File: config.mk
export PLATFORM = sky130hd
export DESIGN_NAME = prio_escalate_arb
export DESIGN_NICKNAME = d
export VERILOG_FILES = /design/src/rtl/prio_arb_pkg.sv /design/src/rtl/arb_cfg_regs.sv /design/src/rtl/arb_wait_ctr.sv /design/src/rtl/arb_pick.sv /design/src/rtl/prio_escalate_arb.sv
export SDC_FILE = /design/constraint.sdc
export NUM_CORES = 1
export LEC_CHECK = 0
export CORE_ASPECT_RATIO = 1.2
export CORE_MARGIN = 5
export CORE_UTILIZATION = 50
export DETAILED_ROUTE_END_ITERATION = 10
export GPL_ROUTABILITY_DRIVEN = 0
export PLACE_DENSITY = 0.78
export SETUP_SLACK_MARGIN = 0.1
export SLEW_MARGIN = 20
export SYNTH_ARGS = -nofsm -noshare
export SYNTH_HDL_FRONTEND = slang
export SYNTH_SLANG_ARGS = --single-unit
export TNS_END_PERCENT = 50
File: constraint.sdc
create_clock -name clk -period 16.65 [get_ports clk]
set_clock_uncertainty 0.1 [all_clocks]
set_input_delay 4.995 -clock clk [delete_from_list [all_inputs] [get_ports clk]]
set_output_delay 4.995 -clock clk [all_outputs]
set_load 0.03 [all_outputs]
File: src/rtl/prio_arb_pkg.sv
package prio_arb_pkg;
   localparam int NREQ   = 6;
   localparam int NLOW   = 5;
   localparam int IDX_W  = $clog2(NREQ);
   localparam int SEL_W  = 3;

   localparam int IX_CFGDMA = 0;
   localparam int IX_MEMDMA = 1;
   localparam int IX_CPU    = 2;
   localparam int IX_SDMA   = 3;
   localparam int IX_BCOH   = 4;
   localparam int IX_GCOH   = 5;

   typedef enum logic [SEL_W-1:0] {
      SEL_CPU  = 3'd0,
      SEL_IDMA = 3'd1,
      SEL_SDMA = 3'd2,
      SEL_BCOH = 3'd3,
      SEL_CH1  = 3'd4
   } cfg_sel_e;
endpackage

File: src/rtl/arb_cfg_regs.sv
module arb_cfg_regs
   import prio_arb_pkg::*;
#(
   parameter int DATA_W = 32,
   parameter int WAIT_W = 6,
   parameter int PRI_W  = 3
) (
   input  logic              clk,
   input  logic              rst_n,
   input  logic              we,
   input  logic [SEL_W-1:0]  sel,
   input  logic [DATA_W-1:0] wdata,
   output logic [WAIT_W-1:0] cpu_wait,
   output logic [WAIT_W-1:0] idma_wait,
   output logic [WAIT_W-1:0] sdma_wait,
   output logic [WAIT_W-1:0] bcoh_wait,
   output logic [PRI_W-1:0]  cpu_pri,
   output logic [PRI_W-1:0]  ch1_pri
);
   localparam int CPU_PRI_LSB = 8;
   localparam int CH1_PRI_LSB = DATA_W - PRI_W;

   if (WAIT_W > CPU_PRI_LSB || CPU_PRI_LSB + PRI_W > CH1_PRI_LSB) begin : g_bad_layout
      $error("arb_cfg_regs: fields overlap for chosen widths");
   end

   logic unused_wdata;
   assign unused_wdata = ^{wdata[CH1_PRI_LSB-1:CPU_PRI_LSB+PRI_W],
                           wdata[CPU_PRI_LSB-1:WAIT_W]};

   always_ff @(posedge clk) begin
      if (!rst_n) begin
         cpu_wait  <= '0;
         idma_wait <= '0;
         sdma_wait <= '0;
         bcoh_wait <= '0;
         cpu_pri   <= '1;
         ch1_pri   <= '1;
      end else if (we) begin
         case (sel)
            SEL_CPU: begin
               cpu_wait <= wdata[WAIT_W-1:0];
               cpu_pri  <= wdata[CPU_PRI_LSB +: PRI_W];
            end
            SEL_IDMA: idma_wait <= wdata[WAIT_W-1:0];
            SEL_SDMA: sdma_wait <= wdata[WAIT_W-1:0];
            SEL_BCOH: bcoh_wait <= wdata[WAIT_W-1:0];
            SEL_CH1:  ch1_pri   <= wdata[CH1_PRI_LSB +: PRI_W];
            default: ;
         endcase
      end
   end

   assert_cfg_cpu_R12: assert property (@(posedge clk) disable iff (!rst_n)
      (we && sel == SEL_CPU) |=> (cpu_wait == $past(wdata[WAIT_W-1:0])));
   assert_cfg_ch1_R6: assert property (@(posedge clk) disable iff (!rst_n)
      (we && sel == SEL_CH1) |=> (ch1_pri == $past(wdata[CH1_PRI_LSB +: PRI_W])));
endmodule

File: src/rtl/arb_wait_ctr.sv
module arb_wait_ctr #(
   parameter int WAIT_W = 6
) (
   input  logic              clk,
   input  logic              rst_n,
   input  logic              pending,
   input  logic              decide,
   input  logic              won,
   input  logic [WAIT_W-1:0] limit,
   output logic              escalate
);
   localparam logic [WAIT_W-1:0] CNT_MAX = '1;

   if (WAIT_W < 1) begin : g_bad_width
      $error("arb_wait_ctr: WAIT_W must be positive");
   end

   logic [WAIT_W-1:0] cnt;

   always_ff @(posedge clk) begin
      if (!rst_n)                          cnt <= '0;
      else if (!pending || won)            cnt <= '0;
      else if (decide && cnt != CNT_MAX)   cnt <= cnt + 1'b1;
   end

   assign escalate = pending && (limit != '0) && (cnt >= limit);

   assert_ctr_clear_R9: assert property (@(posedge clk) disable iff (!rst_n)
      won |=> (cnt == '0));
   assert_ctr_step_R9: assert property (@(posedge clk) disable iff (!rst_n)
      (pending && decide && !won && cnt != CNT_MAX) |=> (cnt == $past(cnt) + 1'b1));
endmodule

File: src/rtl/arb_pick.sv
module arb_pick #(
   parameter int NIN   = 5,
   parameter int PRI_W = 3
) (
   input  logic [NIN-1:0]            req,
   input  logic [NIN-1:0][PRI_W-1:0] pri,
   output logic [NIN-1:0]            win
);
   always_comb begin
      logic [PRI_W-1:0] best;
      logic             found;
      win   = '0;
      best  = '1;
      found = 1'b0;
      for (int i = 0; i < NIN; i++) begin
         if (req[i] && (!found || pri[i] < best)) begin
            win    = '0;
            win[i] = 1'b1;
            best   = pri[i];
            found  = 1'b1;
         end
      end
   end

   always_comb begin
      assert_pick_subset_R4: assert ((win & ~req) == '0);
   end
endmodule

File: src/rtl/prio_escalate_arb.sv
module prio_escalate_arb
   import prio_arb_pkg::*;
#(
   parameter int DATA_W = 32,
   parameter int WAIT_W = 6,
   parameter int PRI_W  = 3
) (
   input  logic              clk,
   input  logic              rst_n,
   input  logic [5:0]        req,
   input  logic [2:0]        sdma_pri,
   input  logic              ch1_stall,
   input  logic              ch1_done,
   input  logic              cfg_we,
   input  logic [2:0]        cfg_sel,
   input  logic [31:0]       cfg_wdata,
   output logic [5:0]        grant,
   output logic [2:0]        grant_idx,
   output logic              grant_vld
);
   if (PRI_W != 3 || DATA_W != 32 || WAIT_W < 1 || NREQ != 6) begin : g_bad_cfg
      $error("prio_escalate_arb: unsupported parameter set");
   end

   logic [WAIT_W-1:0] cpu_wait, idma_wait, sdma_wait, bcoh_wait;
   logic [PRI_W-1:0]  cfg_cpu_pri, ch1_pri;

   arb_cfg_regs #(.DATA_W(DATA_W), .WAIT_W(WAIT_W), .PRI_W(PRI_W)) u_regs (
      .clk(clk), .rst_n(rst_n), .we(cfg_we), .sel(cfg_sel), .wdata(cfg_wdata),
      .cpu_wait(cpu_wait), .idma_wait(idma_wait), .sdma_wait(sdma_wait),
      .bcoh_wait(bcoh_wait), .cpu_pri(cfg_cpu_pri), .ch1_pri(ch1_pri));

   logic [NREQ-1:0] grant_q;
   logic            busy, decide;
   assign busy   = |(grant_q & req);
   assign decide = !busy && (|req);

   // processor level captured at request start
   logic             cpu_seen_q;
   logic [PRI_W-1:0] cpu_pri_q, cpu_base;
   logic             cpu_start;
   assign cpu_start = req[IX_CPU] && !cpu_seen_q;
   assign cpu_base  = cpu_start ? cfg_cpu_pri : cpu_pri_q;

   always_ff @(posedge clk) begin
      if (!rst_n) begin
         cpu_seen_q <= 1'b0;
         cpu_pri_q  <= '1;
      end else begin
         cpu_seen_q <= req[IX_CPU];
         if (cpu_start) cpu_pri_q <= cfg_cpu_pri;
      end
   end

   // borrowed top level for the memory DMA channel
   logic inh_q;
   always_ff @(posedge clk) begin
      if (!rst_n)        inh_q <= 1'b0;
      else if (ch1_done) inh_q <= 1'b0;
      else if (req[IX_CFGDMA] && req[IX_MEMDMA] && ch1_stall) inh_q <= 1'b1;
   end

   logic [NLOW-1:0][PRI_W-1:0] base_pri, eff_pri;
   logic [NLOW-1:0]            esc, win_lo;
   logic [NREQ-1:0]            win_all;

   assign base_pri[IX_CFGDMA] = '0;
   assign base_pri[IX_MEMDMA] = inh_q ? '0 : ch1_pri;
   assign base_pri[IX_CPU]    = cpu_base;
   assign base_pri[IX_SDMA]   = sdma_pri;
   assign base_pri[IX_BCOH]   = '1;

   assign win_all = req[IX_GCOH] ? NREQ'(1 << IX_GCOH) : {1'b0, win_lo};

   for (genvar i = 0; i < NLOW; i++) begin : g_ctr
      logic [WAIT_W-1:0] lim;
      if (i == IX_CFGDMA || i == IX_MEMDMA) begin : g_idma
         assign lim = idma_wait;
      end else if (i == IX_CPU) begin : g_cpu
         assign lim = cpu_wait;
      end else if (i == IX_SDMA) begin : g_sdma
         assign lim = sdma_wait;
      end else begin : g_bcoh
         assign lim = bcoh_wait;
      end

      arb_wait_ctr #(.WAIT_W(WAIT_W)) u_ctr (
         .clk(clk), .rst_n(rst_n), .pending(req[i]), .decide(decide),
         .won(decide && win_all[i]), .limit(lim), .escalate(esc[i]));

      assign eff_pri[i] = esc[i] ? '0 : base_pri[i];
   end

   arb_pick #(.NIN(NLOW), .PRI_W(PRI_W)) u_pick (
      .req(req[NLOW-1:0]), .pri(eff_pri), .win(win_lo));

   always_ff @(posedge clk) begin
      if (!rst_n)     grant_q <= '0;
      else if (!busy) grant_q <= win_all;
   end

   always_comb begin
      grant_idx = '0;
      for (int i = 0; i < NREQ; i++) begin
         if (grant_q[i]) grant_idx = IDX_W'(i);
      end
   end

   assign grant     = grant_q;
   assign grant_vld = |grant_q;

   assert_grant_onehot_R1: assert property (@(posedge clk) disable iff (!rst_n)
      $onehot0(grant_q));
   assert_grant_was_req_R1: assert property (@(posedge clk) disable iff (!rst_n)
      !busy |=> ((grant_q & ~$past(req)) == '0));
   assert_grant_hold_R2: assert property (@(posedge clk) disable iff (!rst_n)
      busy |=> (grant_q == $past(grant_q)));
   assert_global_wins_R3: assert property (@(posedge clk) disable iff (!rst_n)
      (decide && req[IX_GCOH]) |=> grant_q[IX_GCOH]);
   assert_inherit_hold_R11: assert property (@(posedge clk) disable iff (!rst_n)
      (inh_q && !ch1_done) |=> inh_q);
endmodule

==> impl_metrics.toml, run 1 <==
[detailed_routing]
num_vias = 3158
firstDrtPassIters = 4
route.detailed.drc = 0
avgRoutedWirePerCell_um = 14.6
drtIter0Drc = 148
via_per_inst = 5.51
antenna_left = 0
routed_wl_um = 8390

[power]
p_switching_w = 0.000118
p_per_area_nw_per_um2 = 86.8
p_leak_nw = 1.80
power.internal_w = 0.000273
pwr-share-clk = 0.322
power_frac_seq = 0.427
switching_share = 0.302
p_comb_frac = 0.250
vdd_drop_max_v = 0.0000447

[worst_hold_path]
min_delay_path_depth = 2
worstHoldPathType = "reg2reg"
hp-start = "u_regs.cpu_wait[2]$_SDFFE_PN0P_"
holdPathEnd = "u_regs.cpu_wait[2]$_SDFFE_PN0P_"

[floorplan]
dieArea_um2 = 9650
pin_count = 59
start_util = 0.511
die_y_um = 107
die_width_um = 90.5
coreArea_um2 = 7620
row_count = 35

[timing]
hold_violations = 0
maxSlewViolCount = 0
tightest_slew_ns = 0.646
setup_viol = 0
fmax_mhz = 95.7
slew_headroom = 0.569
whs_ns = 0.367
grt_setup_unrepaired = "no"
layout_setup_ws_ns = 6.20
min_period_ns = 10.45
period_share = 0.628
setup_tns_ns = 0

[global_routing]
grt-ovfl-total = 0
grt_max_degree = 47
grt.busiest_layer = "met2"
met1_usage = 0.216
gr-usage-met2 = 0.305
grtUsageTotal = 0.178
grt_pass1_wl_um = 14100
antenna_found_initial = 0
grt_pass1_vias = 3080
met3_usage = 0.0372

[critical_path]
regToRegEndpoint = "grant[1]$_SDFFE_PN0N_"
reg2reg_depth = 29
endpoint_kind = "register"
crit_path_start_kind = "input pin"
worstPathArrival_ns = 10.64
regToRegSetupSlack_ns = 10.04
critPathKind = "in2reg"
critPathTopFamily = "compound AO/OA/AOI/OAI gates"
r2r-start = "g_ctr[1].u_ctr.cnt[0]$_SDFFE_PP0P_"
cp_data_required_time_ns = 16.84
crit_fanout = 10
slowest_stage = "clkdlybuf4s50_1"
critPathMaxStageDelay_ns = 0.64
path_buf_inv = 1

[finish]
final.fill_count = 698
drive_gt1_frac = 0.0748
syn2layout_area_growth_pct = 15.8
finalNonFillerCells = 573
mostFrequentLayoutCell = "dfxtp_1"
nets = 560
stdcell_area_um2 = 4510
mostFrequentLayoutCells = "65 x dfxtp_1, 44 x nand2_1, 38 x clkdlybuf4s50_1, 34 x ha_1, 33 x nor2_1"
diodes = 0

[clock_tree]
cts_buffer_depth = 2
postCtsHoldBufs = 0
clk_latency_ns = 0.34
cts_root_buffer = "clkbuf_8"
cts_tree = "built"
ctsResizeCount = 0
h-tree-depth = 3
clkTransAtPathRegs_ns = 0.07
numCtsBuffers = 9
post_cts_buffers = 0
clkSinkCount = 65

[placed_design]
preCtsSetupSlack_ns = 5.85
dp.cells = 558
portBuffers = 38
hpwl_um = 6530
postPlaceCellArea_um2 = 4330

[logic_synthesis]
synth_edf_count = 0
yosys_most_used_dff = "dfxtp_1"
yosysSeqAreaShare = 0.334
synth-seq-cells = 65
netlist_area_um2 = 3890
postSynthCellCount = 438
yosysUniqueCellTypes = 58
synth_nets = 521
ys_warn_count = 0
avgSynthCellArea_um2 = 8.88
ys_async_sr_fraction = 0

[run]
cap_violations = 0

[run_status]
outcome = "completed"
==> flip-flops by register name (all words and copies together), names as in the netlist <==
signal            flops
cpu_seen_q            1
u_regs.cpu_wait       6
g_ctr.u_ctr.cnt      24
u_regs.ch1_pri        3
u_regs.idma_wait      6
u_regs.sdma_wait      6
grant                 6
inh_q                 1
u_regs.cpu_pri        3
u_regs.bcoh_wait      6
cpu_pri_q             3
==> worst max-delay path by stage <==
stage | startpoint | endpoint | slack, ns | depth (start not counted)
after floorplan | req[0] | grant[1]$_SDFFE_PN0N_ | 7.10 | 25
after global placement | req[2] | grant[1]$_SDFFE_PN0N_ | 6.00 | 25
after detailed placement | req[2] | grant[1]$_SDFFE_PN0N_ | 5.85 | 25
after CTS | req[2] | grant[1]$_SDFFE_PN0N_ | 6.21 | 25
after global routing | req[2] | grant[1]$_SDFFE_PN0N_ | 5.84 | 25
final | req[2] | grant[1]$_SDFFE_PN0N_ | 6.20 | 25
==> cell usage after synthesis (all sizes together), types with 5 or more instances <==
master / number / share of area
a21boi: 7 / 0.014
a21oi: 18 / 0.023
a31oi: 8 / 0.028
and2: 5 / 0.0087
and3: 7 / 0.011
clkbuf: 8 / 0.0077
dfxtp: 65 / 0.33
ha: 34 / 0.11
inv: 30 / 0.029
mux2i: 27 / 0.069
nand2: 44 / 0.042
nand2b: 6 / 0.012
nand3: 15 / 0.019
nand4: 12 / 0.019
nor2: 33 / 0.032
nor2b: 22 / 0.035
nor3: 19 / 0.028
o21a: 11 / 0.021
o21ai: 9 / 0.015
xor2: 13 / 0.029
==> through the flow <==
step / power (W) / util
global route: 0.000411 / 0.591
CTS: 0.000393 / 0.591
detailed placement: 0.000269 / 0.568
floorplan: 0.000241 / -
finish: 0.000391 / 0.591
global placement: 0.000265 / 0.568
==> kinds of logic after synthesis <==
| family | count (synthesis) | share of synthesized area |
|---|---|---|
| simple gates | 176 | 0.237 |
| buf+inv | 41 | 0.0453 |
| flops | 65 | 0.334 |
| mux | 27 | 0.0695 |
| compound gates | 78 | 0.166 |
| fa+ha+maj | 34 | 0.109 |
| xor+xnor | 17 | 0.0383 |
==> worst min-delay path: stages (launching register included) <==
cell      delay, ns
dfxtp_1        0.31
nand2_1        0.05
a21boi_0       0.06
==> per-layer routing <==
layer / wire, µm / share of wire
met1: 3730 / 0.44
met2: 4170 / 0.50
met3: 308 / 0.037
met4: 191 / 0.023
met5: 0 / 0
==> cell type report <==
type / instances / area [µm²] / share of cell area
multi-input combinational: 332 / 2410 / 0.536
sequential: 65 / 1300 / 0.289
timing repair buffer: 39 / 388 / 0.0861
clock buffer: 11 / 131 / 0.0292
tap: 92 / 115 / 0.0255
inverter: 30 / 113 / 0.0250
clock inverter: 4 / 45.0 / 0.00999
==> power by group through the flow <==
| stage | combinational [W] | clock, W | sequential, W |
|---|---|---|---|
| after CTS | 0.0000985 | 0.000128 | 0.000167 |
| after detailed placement | 0.0000981 | 0 | 0.000171 |
| after global placement | 0.0000948 | 0 | 0.000171 |
| after global routing | 0.000107 | 0.000136 | 0.000168 |
| after floorplan | 0.0000692 | 0 | 0.000172 |
| final | 0.0000979 | 0.000126 | 0.000167 |
Note: power is estimated with default switching activity, not from simulation.
==> run 2: changes to the inputs <==
==> constraint.sdc (replaced) <==
create_clock -name clk -period 10.41 [get_ports clk]
set_clock_uncertainty 0.1 [all_clocks]
set_input_delay 3.123 -clock clk [delete_from_list [all_inputs] [get_ports clk]]
set_output_delay 3.123 -clock clk [all_outputs]
set_load 0.03 [all_outputs]
==> run 2 against run 1 <==
Against the previous run:
- hold slack got worse by 0.00051 ns
- non-clock buffer count unchanged
- wire length fell by 1.6%
- first-iteration DRC count shrank 31%
- power increased by 62%
- worst setup slack got worse by 4.4 ns
- sequential share of layout area fell by 0.080 points
- clock power rose by 65%
==> impl_metrics.toml, run 2 (same netlist as run 1, synthesis figures left out) <==
[run_status]
outcome = "completed"

[worst_hold_path]
hp-start = "u_regs.cpu_wait[2]$_SDFFE_PN0P_"
worstHoldPathType = "reg2reg"

[global_routing]
grt_pass1_vias = 3086
antenna_found_initial = 0
grt_max_degree = 47
grt_pass1_wl_um = 14100
grtUsageTotal = 0.177
grt-ovfl-total = 0

[detailed_routing]
drtIter0Drc = 102
route.detailed.drc = 0
via_per_inst = 5.46
num_vias = 3135
antenna_left = 0
avgRoutedWirePerCell_um = 14.4
routed_wl_um = 8260
firstDrtPassIters = 4

[critical_path]
endpoint_kind = "register"
worstPathArrival_ns = 8.79
crit_fanout = 10
crit_path_start_kind = "input pin"
critPathKind = "in2reg"
r2r-start = "g_ctr[1].u_ctr.cnt[0]$_SDFFE_PP0P_"
cp_data_required_time_ns = 10.60
startpoint = "req[2]"

[finish]
mostFrequentLayoutCells = "65 x dfxtp_1, 44 x nand2_1, 38 x clkdlybuf4s50_1, 34 x ha_1, 33 x nor2_1"
largest-register = "g_ctr.u_ctr.cnt"
finalNonFillerCells = 574
syn2layout_area_growth_pct = 16.1
final.fill_count = 696
drive_gt1_frac = 0.0747
mostFrequentLayoutCell = "dfxtp_1"
stdcell_area_um2 = 4520
nets = 560
diodes = 0
final_util = 0.593
largest_reg_flops = 24

[power]
p_leak_nw = 1.80
switching_share = 0.296
p_switching_w = 0.000187
p_per_area_nw_per_um2 = 140
vdd_drop_max_v = 0.0000747
power_frac_seq = 0.423
power.internal_w = 0.000445
p_comb_frac = 0.248
pwr-share-clk = 0.329

[clock_tree]
h-tree-depth = 3
cts_tree = "built"
clkTransAtPathRegs_ns = 0.07
numCtsBuffers = 9
cts_root_buffer = "clkbuf_8"
cts_buffer_depth = 2
ctsResizeCount = 0
clk_latency_ns = 0.34
post_cts_buffers = 0
clkSinkCount = 65
postCtsHoldBufs = 0

[timing]
tightest_slew_ns = 0.668
hold_violations = 0
slew_headroom = 0.555
setup_tns_ns = 0
layout_setup_ws_ns = 1.81
grt_setup_unrepaired = "no"
min_period_ns = 8.60
fmax_mhz = 116
period_share = 0.826
setup_viol = 0
maxSlewViolCount = 0

[floorplan]
pin_count = 59
row_count = 35
start_util = 0.511
coreArea_um2 = 7620
dieArea_um2 = 9650
die_y_um = 107
die_width_um = 90.5

[placed_design]
preCtsSetupSlack_ns = 1.46
hpwl_um = 6380
postPlaceCellArea_um2 = 4330
portBuffers = 38
dp.cells = 558

[run]
cap_violations = 0
## run 2: final cells by class
class / instances / area [µm²] / share of cell area
flip-flops and latches: 65 / 1300 / 0.288
clock buffers: 13 / 149 / 0.0329
repair buffers: 39 / 388 / 0.0858
multi-input cells: 332 / 2410 / 0.534
inverters: 30 / 113 / 0.0249
well taps: 92 / 115 / 0.0255
clock inverters: 3 / 40.0 / 0.00886
## run 2: worst max-delay path, cell delays in order
cell and delay [ns]:
clkdlybuf4s50_1 0.63, nand2b_4 0.21, mux2i_1 0.27, a21oi_1 0.09, ha_1 0.33, a21oi_1 0.07, o21a_1 0.17, o41a_1 0.12
and2_4 0.19, o21ai_4 0.22, mux2i_1 0.31, ha_1 0.22, a21oi_1 0.07, o221a_2 0.26, o21ai_1 0.23, nor3_2 0.13
or2_2 0.31, o21a_1 0.18, ha_1 0.30, o21a_1 0.12, nor2_1 0.04, o21ai_0 0.19, nand3_1 0.24, nor4b_4 0.50
a32o_1 0.23
## run 2: metal layers
layer | share of wire | global-route usage | wire length [µm] | vias to the layer above
met3 | 0.043 | 0.0351 | 351 | 15
met2 | 0.50 | 0.308 | 4160 | 45
met1 | 0.44 | 0.214 | 3600 | 1445
met5 | 0 | 0 | 0 | -
met4 | 0.018 | 0.0660 | 148 | 0
li1 | - | - | - | 1630
## run 2: worst paths after layout
check	to	slack, ns	depth (start not counted)
setup reg to reg	grant[1]$_SDFFE_PN0N_	3.80	29
setup / recovery	grant[1]$_SDFFE_PN0N_	1.81	25
hold / removal	u_regs.cpu_wait[2]$_SDFFE_PN0P_	0.37	2
hold reg to reg	u_regs.cpu_wait[2]$_SDFFE_PN0P_	0.37	2
## run 2: through the flow
step / power, W / hold WS (ns)
6_report: 0.000632 / 0.366
5_1_grt: 0.000666 / 0.391
4_1_cts: 0.000637 / 0.368
3_5_place_dp: 0.000429 / 0.359
3_3_place_gp: 0.000424 / 0.353
2_1_floorplan: 0.000385 / 0.333
## run 2: power by group through the flow
stage | clock network (W) | logic (W) | registers [W]
2_1_floorplan | 0 | 0.000111 | 0.000274
3_3_place_gp | 0 | 0.000152 | 0.000273
3_5_place_dp | 0 | 0.000156 | 0.000273
4_1_cts | 0.000213 | 0.000157 | 0.000267
5_1_grt | 0.000223 | 0.000174 | 0.000269
6_report | 0.000208 | 0.000156 | 0.000268
